$ cat src/rtl/cond_exec_pkg.sv
package cond_exec_pkg;

    localparam int unsigned COND_W   = 4;
    localparam int unsigned STATE_W  = 8;
    localparam int unsigned MASK_W   = 4;
    localparam int unsigned KEEP_LSB = 5;

    // Condition encodings; the code value selects the test.
    typedef enum logic [COND_W-1:0] {
        CC_ZSET   = 4'b0000,
        CC_ZCLR   = 4'b0001,
        CC_CSET   = 4'b0010,
        CC_CCLR   = 4'b0011,
        CC_NSET   = 4'b0100,
        CC_NCLR   = 4'b0101,
        CC_VSET   = 4'b0110,
        CC_VCLR   = 4'b0111,
        CC_UHIGH  = 4'b1000,
        CC_ULOWEQ = 4'b1001,
        CC_SGE    = 4'b1010,
        CC_SLT    = 4'b1011,
        CC_SGT    = 4'b1100,
        CC_SLE    = 4'b1101,
        CC_ALWAYS = 4'b1110,
        CC_ALWAYS2= 4'b1111
    } cond_code_e;

    typedef struct packed {
        logic n;
        logic z;
        logic c;
        logic v;
    } flags_t;

    typedef struct packed {
        logic [STATE_W-1:0] it;
    } it_regs_t;

endpackage

$ cat src/rtl/cond_eval.sv
module cond_eval
    import cond_exec_pkg::*;
(
    input  logic [COND_W-1:0] cond_i,
    input  flags_t            flags_i,
    output logic              pass_o
);

    logic ge_w;
    logic hi_w;
    cond_code_e code_w;

    always_comb begin
        code_w = cond_code_e'(cond_i);
        ge_w   = (flags_i.n == flags_i.v);
        hi_w   = flags_i.c & ~flags_i.z;
        unique case (code_w)
            CC_ZSET:    pass_o =  flags_i.z;
            CC_ZCLR:    pass_o = ~flags_i.z;
            CC_CSET:    pass_o =  flags_i.c;
            CC_CCLR:    pass_o = ~flags_i.c;
            CC_NSET:    pass_o =  flags_i.n;
            CC_NCLR:    pass_o = ~flags_i.n;
            CC_VSET:    pass_o =  flags_i.v;
            CC_VCLR:    pass_o = ~flags_i.v;
            CC_UHIGH:   pass_o =  hi_w;
            CC_ULOWEQ:  pass_o = ~hi_w;
            CC_SGE:     pass_o =  ge_w;
            CC_SLT:     pass_o = ~ge_w;
            CC_SGT:     pass_o = ~flags_i.z & ge_w;
            CC_SLE:     pass_o =  flags_i.z | ~ge_w;
            CC_ALWAYS,
            CC_ALWAYS2: pass_o = 1'b1;
            default:    pass_o = 1'b1;
        endcase
    end

endmodule

$ cat src/rtl/it_tracker.sv
module it_tracker
    import cond_exec_pkg::*;
(
    input  logic               clk,
    input  logic               rst,
    input  logic               issue_i,
    input  logic               load_i,
    input  logic [STATE_W-1:0] value_i,
    output logic [STATE_W-1:0] state_o,
    output logic               active_o
);

    localparam int unsigned SHIFT_W = KEEP_LSB;

    it_regs_t regs_d;
    it_regs_t regs_q;

    logic [STATE_W-1:0] stepped_w;
    logic               active_w;

    assign active_w = |regs_q.it[MASK_W-1:0];

    always_comb begin
        stepped_w = {regs_q.it[STATE_W-1:KEEP_LSB],
                     regs_q.it[SHIFT_W-2:0], 1'b0};
        if (stepped_w[MASK_W-1:0] == '0) begin
            stepped_w = '0;
        end

        regs_d = regs_q;
        if (load_i) begin
            regs_d.it = value_i;
        end else if (issue_i && active_w) begin
            regs_d.it = stepped_w;
        end
    end

    always_ff @(posedge clk) begin
        if (rst) begin
            regs_q <= '0;
        end else begin
            regs_q <= regs_d;
        end
    end

    assign state_o  = regs_q.it;
    assign active_o = active_w;

endmodule

$ cat src/rtl/cond_exec_tracker.sv
module cond_exec_tracker
    import cond_exec_pkg::*;
(
    input  logic               clk,
    input  logic               rst,
    input  logic               issue_i,
    input  logic               it_load_i,
    input  logic [STATE_W-1:0] it_value_i,
    input  logic [COND_W-1:0]  insn_cond_i,
    input  logic               flag_n_i,
    input  logic               flag_z_i,
    input  logic               flag_c_i,
    input  logic               flag_v_i,
    output logic               exec_o,
    output logic               in_block_o,
    output logic [STATE_W-1:0] it_state_o
);

    logic [STATE_W-1:0] state_w;
    logic               active_w;
    logic [COND_W-1:0]  eff_cond_w;
    flags_t             flags_w;

    it_tracker u_track (
        .clk      (clk),
        .rst      (rst),
        .issue_i  (issue_i),
        .load_i   (it_load_i),
        .value_i  (it_value_i),
        .state_o  (state_w),
        .active_o (active_w)
    );

    always_comb begin
        flags_w = '{n: flag_n_i, z: flag_z_i, c: flag_c_i, v: flag_v_i};
        eff_cond_w = active_w ? state_w[STATE_W-1:STATE_W-COND_W] : insn_cond_i;
    end

    cond_eval u_eval (
        .cond_i  (eff_cond_w),
        .flags_i (flags_w),
        .pass_o  (exec_o)
    );

    assign in_block_o = active_w;
    assign it_state_o = state_w;

endmodule

$ cat config.mk
export PLATFORM = sky130hd
export DESIGN_NAME = cond_exec_tracker
export DESIGN_NICKNAME = d
export VERILOG_FILES = /design/src/rtl/cond_exec_pkg.sv /design/src/rtl/cond_eval.sv /design/src/rtl/it_tracker.sv /design/src/rtl/cond_exec_tracker.sv
export SDC_FILE = /design/constraint.sdc
export NUM_CORES = 1
export LEC_CHECK = 0
export BUFFER_PORTS_ARGS = -buffer_cell sky130_fd_sc_hd__buf_2
export CORE_MARGIN = 3
export CORE_UTILIZATION = 38
export DETAILED_ROUTE_END_ITERATION = 16
export PLACE_DENSITY_LB_ADDON = 0.25
export SYNTH_ARGS = -nofsm -noshare
export SYNTH_HDL_FRONTEND = slang
export SYNTH_SLANG_ARGS = --single-unit
$ cat constraint.sdc
create_clock -name clk -period 3.02 [get_ports clk]
set_clock_uncertainty 0.2 [all_clocks]
set_input_delay 0.604 -clock clk [delete_from_list [all_inputs] [get_ports clk]]
set_output_delay 0.604 -clock clk [all_outputs]
set_load 0.005 [all_outputs]
==> qor.yml <==
crit_path_max_incr_delay_ns: 0.36
largest_reg_flops: 8
path_class: "flop to primary output"
worst_pin_slew_ns: 0.373
drc: 0
peakVddDrop_v: 0.000219
max_cap_viol_count: 0
power.switching_mw: 0.117
wirelength_mm: 2.06
grt_antenna_before_repair: 0
cts-root-buf: "clkbuf_4"
avgViaCountPerCell: 5.58
syn_inst: 107
power_mw: 0.341
hold_violations: 0
synth_top_flop_cell: "dfxtp_1"
post_drt_wl_per_cell_um: 12.9
synthAdderAreaFrac: 0
cp_max_fo: 16
synth_top_area_cell: "dfxtp_1"
tns_ns: 0
synth_simple_gate_area_share: 0.397
ff2ff_setup_slack_ns: 1.52
cts_buffers: 3
synth_async_sr_flop_share: 0
yosys-mux-area-fraction: 0.0935
post-synth-top-area-fraction: 0.214
hpwl_mm: 1.60
ff2ff_path_depth: 8
gp_congestion: 0.868
core_area_um2: 1800
grt_max_degree: 17
gr-total-overflow: 0
leakagePower_nw: 0.414
post-place-cells: 156
r2r-end: "u_track.state_o[4]$_SDFFE_PP0P_"
yosysSeqAreaShare: 0.214
route.vias.total: 892
yosys_warnings: 0
first_pass_iters: 4
die_w_um: 50.4
die_y_um: 50.4
cts.sinks: 8
syn_nets: 127
grt_pass1_wl_mm: 3.59
drive_gt1_frac: 0.311
die-area_um2: 2540
cts_tree: "built"
antennaDiodeCount: 0
grt_setup_unrepaired: "false"
ioPinCount: 30
n_fill_cell: 189
min_from: "it_value_i[4]"
postSynthRegisterBits: 8
outcome: "complete, no violations"
multi_input_area_um2: 578
areaGrowthSynthToFinish_pct: 30.2
path_cells: "nor4_4 -> buf_4 -> buf_8 -> mux2i_4 -> nor2_1 -> a2bb2oi_1 -> nor3_1 -> o22ai_1 -> buf_2"
clk_latency_ns: 0.25
ys_types: 34
setup_violations: 0
start_util: 0.416
endpoint_kind: "primary output"
min_delay_worst_endpoint: "u_track.state_o[4]$_SDFFE_PP0P_"
synth_xor_area_frac: 0.0117
report.final.slew_viol_count: 0
syn_avg_cell_area_um2: 7.00
yosys.cell_count.top_type: "nor2_1"
fin_nets: 157
cp_data_required_time_ns: 2.22
max_clock_freq_mhz: 348
clk_path_buf_depth: 2
cp_data_arrival_time_ns: 2.07
path_delay_family: "simple AND/OR/NAND/NOR gates"
timing.rr.start: "u_track.state_o[1]$_SDFFE_PP0P_"
power_frac_seq: 0.362
ys_top_cells_by_area: "dfxtp_1 21%, mux2i_1 9.3%, nor2_1 9.0%"
power_density_nw_per_um2: 350
max_slew_margin: 0.751
drt-initial-drc-count: 25
seq_area_um2: 163
ant_nets: 0
min_period_ns: 2.87
period_share: 0.951
synth_compound_area_frac: 0.239
power_frac_comb: 0.409
cp.buffers_inverters: 3
finalNonFillerCells: 160
grt_usage: 0.178
synth_edf_count: 0
path_clk_slew_ns: 0.05
grt_pass1_vias: 845
p_clk_frac: 0.229
synth_top_family_by_area: "simple AND/OR/NAND/NOR gates"
holdPathStages: 3
hp-class: "input pin to flop"
synth_common_cells: "18 x nor2_1, 10 x nand2_1, 8 x a21oi_1, 8 x dfxtp_1, 7 x mux2i_1"
port_buffers: 29
crit_path_start_kind: "flop"
synth_area_um2: 749
fin_util: 0.542
p_int_mw: 0.225
rows: 15
ctsHtreeMaxLevel: 1
cp_slowest_cell: "dfxtp_1"
swShare: 0.342
## cell type report
class	count	share of cell area
clock buffer	3	0.0231
inverter	1	0.00641
timing repair buffer	32	0.179
tap	25	0.0321
sequential	8	0.167
multi-input combinational	91	0.592
## metrics by stage
stage          hold slack (ns)  setup slack (ns)  instance area (um2)
6_report                 0.386             0.147                  976
5_1_grt                  0.412           0.00641                  976
4_1_cts                  0.382            0.0256                  956
3_5_place_dp             0.418             0.205                  913
3_3_place_gp             0.411             0.328                  913
2_1_floorplan            0.369             0.411                  749
## layer usage
| metal | GRT usage | wire, um | share of wire |
|---|---|---|---|
| met4 | 0.0897 | 30 | 0.015 |
| met2 | 0.304 | 973 | 0.47 |
| met3 | 0.0148 | 74 | 0.036 |
| met1 | 0.222 | 984 | 0.48 |
| met5 | 0 | 0 | 0 |
## worst max-delay path by stage
| stage | start | end | slack, ns | cells past startpoint |
|---|---|---|---|---|
| global placement | u_track.state_o[0]$_SDFFE_PP0P_ | exec_o | 0.33 | 7 |
| detailed placement | u_track.state_o[0]$_SDFFE_PP0P_ | exec_o | 0.21 | 8 |
| finish | u_track.state_o[1]$_SDFFE_PP0P_ | exec_o | 0.15 | 9 |
| CTS | u_track.state_o[3]$_SDFFE_PP0P_ | exec_o | 0.03 | 8 |
| global route | u_track.state_o[1]$_SDFFE_PP0P_ | exec_o | 0.006 | 9 |
| floorplan | u_track.state_o[0]$_SDFFE_PP0P_ | exec_o | 0.41 | 6 |
## power groups by stage
stage / clock network (mW) / logic (mW) / registers (mW)
finish: 0.0781 / 0.139 / 0.124
global route: 0.0846 / 0.154 / 0.125
CTS: 0.0813 / 0.134 / 0.123
detailed placement: 0 / 0.126 / 0.125
global placement: 0 / 0.124 / 0.124
floorplan: 0 / 0.0840 / 0.121
## repair_timing
action                                  CTS  global route
resized for setup                         3             6
buffers inserted                          1             0
endpoints found under the setup margin    1             1
pin swaps                                 1             3
hold buffers                              0             0
## placed cells by master, fill, tap and decap left out, types with 4 or more instances in the layout
| cell | n |
|---|---|
| nand2_1 | 10 |
| a22oi_1 | 4 |
| nor3_1 | 5 |
| dfxtp_1 | 6 |
| nor2_1 | 18 |
| nand3_1 | 5 |
| buf_2 | 29 |
| a21oi_1 | 8 |
| mux2i_1 | 5 |
| nand2b_1 | 5 |
| a31oi_1 | 4 |
## tightest hold or removal path: stages
cell and delay (ns):
buf_2 0.07, a21oi_1 0.05, nor2_1 0.07
## logic make-up after synthesis
logic type	count (synthesis)
compound gates	27
xor+xnor	1
buf+inv	8
flops	8
mux	7
simple gates	56
Note: power is estimated with default switching activity, not from simulation.
